**src/rtl/gpio_port_pkg.sv**
```systemverilog
package gpio_port_pkg;
  localparam int ADDR_W = 8;

  localparam logic [ADDR_W-1:0] A_OUT = 8'h00;
  localparam logic [ADDR_W-1:0] A_SET = 8'h04;
  localparam logic [ADDR_W-1:0] A_CLR = 8'h08;
  localparam logic [ADDR_W-1:0] A_TGL = 8'h0C;
  localparam logic [ADDR_W-1:0] A_IN  = 8'h10;
  localparam logic [ADDR_W-1:0] A_DIR = 8'h14;

  typedef enum logic [1:0] {
    RD_ZERO = 2'd0,
    RD_OUT  = 2'd1,
    RD_IN   = 2'd2,
    RD_DIR  = 2'd3
  } rdSel_e;

  typedef struct packed {
    logic   wrOut;
    logic   wrSet;
    logic   wrClr;
    logic   wrTgl;
    logic   wrDir;
    logic   rdStb;
    rdSel_e rdSel;
  } portStrobe_t;
endpackage

```
**src/rtl/gpio_port_ctrl.sv**
```systemverilog
module gpio_port_ctrl
  import gpio_port_pkg::*;
(
  input  logic [ADDR_W-1:0] regAddr,
  input  logic              wrEn,
  input  logic              rdEn,
  output portStrobe_t       stb
);
  always_comb begin
    stb       = '0;
    stb.rdStb = rdEn;
    stb.rdSel = RD_ZERO;
    if (wrEn) begin
      unique case (regAddr)
        A_OUT:   stb.wrOut = 1'b1;
        A_SET:   stb.wrSet = 1'b1;
        A_CLR:   stb.wrClr = 1'b1;
        A_TGL:   stb.wrTgl = 1'b1;
        A_DIR:   stb.wrDir = 1'b1;
        default: ;
      endcase
    end
    unique case (regAddr)
      A_OUT:   stb.rdSel = RD_OUT;
      A_IN:    stb.rdSel = RD_IN;
      A_DIR:   stb.rdSel = RD_DIR;
      default: stb.rdSel = RD_ZERO;
    endcase
  end
endmodule

```
**src/rtl/gpio_port_dp.sv**
```systemverilog
module gpio_port_dp
  import gpio_port_pkg::*;
#(
  parameter int NUM_PINS = 32,
  parameter int SYNC_STAGES = 2
) (
  input  logic                clk,
  input  logic                rstN,
  input  portStrobe_t         stb,
  input  logic [NUM_PINS-1:0] wrData,
  input  logic [NUM_PINS-1:0] pinIn,
  output logic [NUM_PINS-1:0] rdData,
  output logic [NUM_PINS-1:0] outWord,
  output logic [NUM_PINS-1:0] dirWord
);
  logic [NUM_PINS-1:0] syncChain [SYNC_STAGES];
  logic [NUM_PINS-1:0] inWord;
  logic [NUM_PINS-1:0] outNext;
  logic [NUM_PINS-1:0] rdMux;

  // synchroniser chain, one stage per generate step
  for (genvar s = 0; s < SYNC_STAGES; s++) begin : g_sync
    always_ff @(posedge clk or negedge rstN) begin
      if (!rstN) syncChain[s] <= '0;
      else if (s == 0) syncChain[s] <= pinIn;
      else syncChain[s] <= syncChain[(s == 0) ? 0 : s-1];
    end
  end
  assign inWord = syncChain[SYNC_STAGES-1];

  always_comb begin
    outNext = outWord;
    if (stb.wrOut) outNext = wrData;
    if (stb.wrSet) outNext = outWord | wrData;
    if (stb.wrClr) outNext = outWord & ~wrData;
    if (stb.wrTgl) outNext = outWord ^ wrData;
  end

  always_ff @(posedge clk or negedge rstN) begin
    if (!rstN) begin
      outWord <= '0;
      dirWord <= '0;
    end else begin
      outWord <= outNext;
      if (stb.wrDir) dirWord <= wrData;
    end
  end

  always_comb begin
    unique case (stb.rdSel)
      RD_OUT:  rdMux = outWord;
      RD_IN:   rdMux = inWord;
      RD_DIR:  rdMux = dirWord;
      default: rdMux = '0;
    endcase
  end

  always_ff @(posedge clk or negedge rstN) begin
    if (!rstN) rdData <= '0;
    else if (stb.rdStb) rdData <= rdMux;
  end
endmodule

```
**src/rtl/gpio_data_port.sv**
```systemverilog
module gpio_data_port
  import gpio_port_pkg::*;
#(
  parameter int NUM_PINS = 32
) (
  input  logic                clk,
  input  logic                rstN,
  input  logic [ADDR_W-1:0]   regAddr,
  input  logic                wrEn,
  input  logic [NUM_PINS-1:0] wrData,
  input  logic                rdEn,
  output logic [NUM_PINS-1:0] rdData,
  input  logic [NUM_PINS-1:0] pinIn,
  output logic [NUM_PINS-1:0] pinOut,
  output logic [NUM_PINS-1:0] pinOe
);
  portStrobe_t stb;

  gpio_port_ctrl u_ctrl (
    .regAddr(regAddr),
    .wrEn(wrEn),
    .rdEn(rdEn),
    .stb(stb)
  );

  gpio_port_dp #(.NUM_PINS(NUM_PINS), .SYNC_STAGES(2)) u_dp (
    .clk(clk),
    .rstN(rstN),
    .stb(stb),
    .wrData(wrData),
    .pinIn(pinIn),
    .rdData(rdData),
    .outWord(pinOut),
    .dirWord(pinOe)
  );
endmodule

```
**config.mk**
```make
export PLATFORM = sky130hd
export DESIGN_NAME = gpio_data_port
export DESIGN_NICKNAME = d
export VERILOG_FILES = /design/src/rtl/gpio_port_pkg.sv /design/src/rtl/gpio_port_ctrl.sv /design/src/rtl/gpio_port_dp.sv /design/src/rtl/gpio_data_port.sv
export SDC_FILE = /design/constraint.sdc
export NUM_CORES = 1
export LEC_CHECK = 0
export BUFFER_PORTS_ARGS = -buffer_cell sky130_fd_sc_hd__buf_2
export CAP_MARGIN = 20
export CORE_ASPECT_RATIO = 0.5
export CORE_MARGIN = 3
export CORE_UTILIZATION = 40
export DETAILED_ROUTE_END_ITERATION = 12
export PLACE_DENSITY_LB_ADDON = 0.1
export SYNTH_ARGS = -nofsm -noshare
export SYNTH_HDL_FRONTEND = slang
export SYNTH_SLANG_ARGS = --single-unit
```
**constraint.sdc**
```tcl
create_clock -name clk -period 1.4 [get_ports clk]
set_input_delay 0.28 -clock clk [delete_from_list [all_inputs] [get_ports clk]]
set_output_delay 0.28 -clock clk [all_outputs]
set_load 0.02 [all_outputs]
```
==> results.txt <==
The post-route netlist has 35.95% of its cells at a drive strength greater than 1. The count of nets left with antenna violations once routing finished came out at 0. After legalization and detailed placement, the total HPWL measured 14600 µm. The number of enable-type register cells in the synthesized netlist works out to 0. At the worst endpoint, the arrival time is 1.69 ns. After synthesis the netlist holds a flip-flop and latch count of 160. The height of the die is 104.3 µm, and the initial standard-cell utilization of the core is 41.41%.

After routing, the total negative slack on setup checks comes to 0 ns. The pin count of the biggest net entering global routing is 37. The top cell types in the final layout, fill and taps aside, are buf_2 (166), dfrtp_1 (154), inv_1 (97).

For this run, the register share of the synthesized area comes to 51.83%. By startpoint and endpoint, the worst setup path is classified as in -> reg. The reported max-cap violation count is 0, and the number of global-route vias before repair is 6082. The run gives 1 as the initial antenna violation count. For the full die area, the log shows 0.02112 mm².

STA classifies the critical path startpoint as an input pin. The cell leakage power is 5.281 nW, and the fraction of registers with async set or reset after synthesis is 100.0%. The tools report the total clock buffers created by CTS as 17.

The core area came out at 0.01866 mm². Counting every net in the synthesized netlist gives 798. The flow ran to the end, and the final reports show no timing, DRC or antenna violations.

The later pin in the worst-skew pair is clocked with a latency of 0.43 ns. The run gives 0.007725 mm² as the combined area of all synthesized cells. The final setup slack of the worst path was 0.01318 ns; the number of vias in the routed layout was 5893.

In this run the core area contains 35 standard-cell rows. The class of the tightest hold or removal check was in -> reg. The critical path's largest stage delay came out at 0.53 ns. The type of element capturing the critical path is a register. The H-tree generated during clock tree synthesis spans 4 levels. After global routing the overflow that remains totals 0.

The endpoint required time on the critical path came out at 1.71 ns. The global-route usage over all layers came out at 20.42%. A synthesized cell averages 11.74 µm². The run gives 0 as the final-report hold violation count.

At the pin with the least slew margin, the transition time is 0.4625 ns. The tools report the worst setup skew after layout as 0.009998 ns. CTS placed an instance of clkbuf_16 at the clock tree root. Clock tree synthesis found a total of 160 sinks. The tools report the total setup violations reported at the end of the flow as 0. Of all nets on the critical path, the largest fanout is 16. Setup repair after global routing could not meet its margin everywhere. The logs give 2 for the number of buffers on the longest clock path and -0.6529 ns for the worst slack at placement. For this run, the post-layout net count is 1020. For this design the top-level I/O count stands at 172. The critical path goes through buf_6, nor3_4, nand2_1, or4_4, buf_12, mux2_4.

The run gives 0.7493 as the routability congestion estimate from global placement. The area growth from synthesis to layout is 33.22%. The final clock period utilization by the worst path is 99.06%, and the mean number of vias per cell is 5.111.

The cell area power density works out to 1153 mW/mm². The count of cell types in the netlist is 26, and the count of buffers from port buffering is 171. Clock-pin slew was measured on the worst setup and hold paths at 0.07 ns. The wire length of the first global-routing pass is 34000 µm, and the instance count after placement with tap cells included is 1088. The non-filler instance count after layout is 1153, and the minimum period implied by the final worst setup slack is 1.387 ns. Measured against its own limit, the worst slew margin works out to 69.17%. After detailed routing, the number of remaining DRC violations is 0. Before antenna repair, the detailed router went through 4 iterations. TritonCTS built the clock tree. The tools report the number of pins with negative max-slew slack in the final report as 0. Most common cell after layout, fill and taps aside: buf_2. For this block, the initial DRC count from the detailed router was 198. The largest vdd supply drop was 708.5 µV; the post-synthesis instance total was 658.

In the synthesized netlist the dominant register cell turns out to be dfrtp_1. The routed wirelength normalized by instance count is 18.37 µm. The cell type of the slowest stage on the worst timing path is or4_4.

The die is 202.5 µm wide. The highest clock rate was 721.1 MHz; the count of synthesis-stage warnings from yosys was 0. The total wirelength of the detailed-routed design was 21180 µm; the worst hold slack was 0.1021 ns.
## report_power, final
part / switching (mW) / leakage (nW) / internal [mW]
registers: 0.321 / 2.05 / 4.92
clock network: 1.99 / 0.281 / 2.77
logic: 1.02 / 2.95 / 0.835
total: 3.33 / 5.28 / 8.53
## synthesized netlist by cell type (20+ instances only)
library cell  number  area, µm²
inv_1             97      364.1
mux2_4            30      450.4
o22ai_1           32      200.2
nand2_1           35      131.4
a2bb2oi_1         54      473.0
clkbuf_1          28      105.1
mux2i_1           34      340.3
a21oi_1           20      100.1
dfrtp_1          160       4004
o221ai_1          32      280.3
nor2_1            23      86.33
ha_1              64      800.8
## path summary, 6_finish.rpt
path                                               from                            to  slack [ns]  depth (start not counted)
min in group asynchronous                          rstN   u_dp.rdData[19]$_DFFE_PN0P_        0.30                          2
setup reg to reg           u_dp.outWord[10]$_DFFE_PN0P_  u_dp.outWord[10]$_DFFE_PN0P_        0.20                          5
setup / recovery                             regAddr[6]  u_dp.dirWord[28]$_DFFE_PN0P_        0.01                          6
hold / removal                               wrData[20]  u_dp.dirWord[20]$_DFFE_PN0P_        0.10                          2
max in group asynchronous                          rstN   u_dp.outWord[8]$_DFFE_PN0P_        0.54                          3
hold reg to reg            u_dp.syncChain[32]$_DFF_PN0_      u_dp.inWord[0]$_DFF_PN0_        0.34                          0
## area by class of cell
type / count / area [µm²]
Antenna cell: 1 / 2.502
Clock buffer: 20 / 466.7
Clock inverter: 12 / 133.9
Fill cell: 1639 / 8364
Inverter: 98 / 367.9
Multi-Input combinational cell: 356 / 3309
Sequential cell: 160 / 4011
Tap cell: 259 / 324.1
Timing Repair Buffer: 247 / 1675
## logic make-up (layout without fill, tap and decap cells)
group                    Yosys count  in the layout  share of synthesized area [%]
AO/OA/AOI/OAI                    149            149                          14.67
buffers and inverters            142            377                          7.305
AND/OR/NAND/NOR                   67             67                          3.839
other                              0              1                              0
adder cells (fa/ha/maj)           64             64                          10.37
flip-flops                       160            160                          51.83
multiplexers                      76             76                          11.99
## registers in the layout, indices dropped and copies added (netlist names)
| signal | flops |
|---|---|
| u_dp.outWord | 32 |
| u_dp.dirWord | 32 |
| u_dp.syncChain | 32 |
| u_dp.rdData | 32 |
| u_dp.inWord | 32 |
## critical path: cells and delay by family
family / cells / cell delay [ns]
buffers and inverters: 2 / 0.29
multiplexers: 1 / 0.30
AND/OR/NAND/NOR: 3 / 0.81
## routing by layer
layer  vias to the layer above  part of all wire (%)  track usage (%)  wire length (µm)
met4                         2                   1.4            5.580               302
li1                       2749                     -                -                 -
met2                       118                    48            33.30             10080
met5                         -                 0.080                0                17
met1                      3000                    46            27.76              9793
met3                        24                   4.7            4.314               994
## through the flow
stage	power [mW]	utilization [%]	cell area (µm²)
4_1_cts	12.03	54.96	10250
3_3_place_gp	7.083	49.83	9295
6_report	11.86	55.16	10290
5_1_grt	12.47	55.15	10290
2_1_floorplan	6.320	-	7910
3_5_place_dp	7.131	49.83	9295
## repair_timing
item / in CTS / in global routing
gates cloned: 0 / 1
hold buffers: 33 / 0
endpoints found under the hold margin: 55 / 0
setup endpoints to repair: 35 / 46
pin swaps: 1 / 1
resized for setup: 12 / 6
setup buffers: 0 / 0
Power figures use the tool's default switching activity.
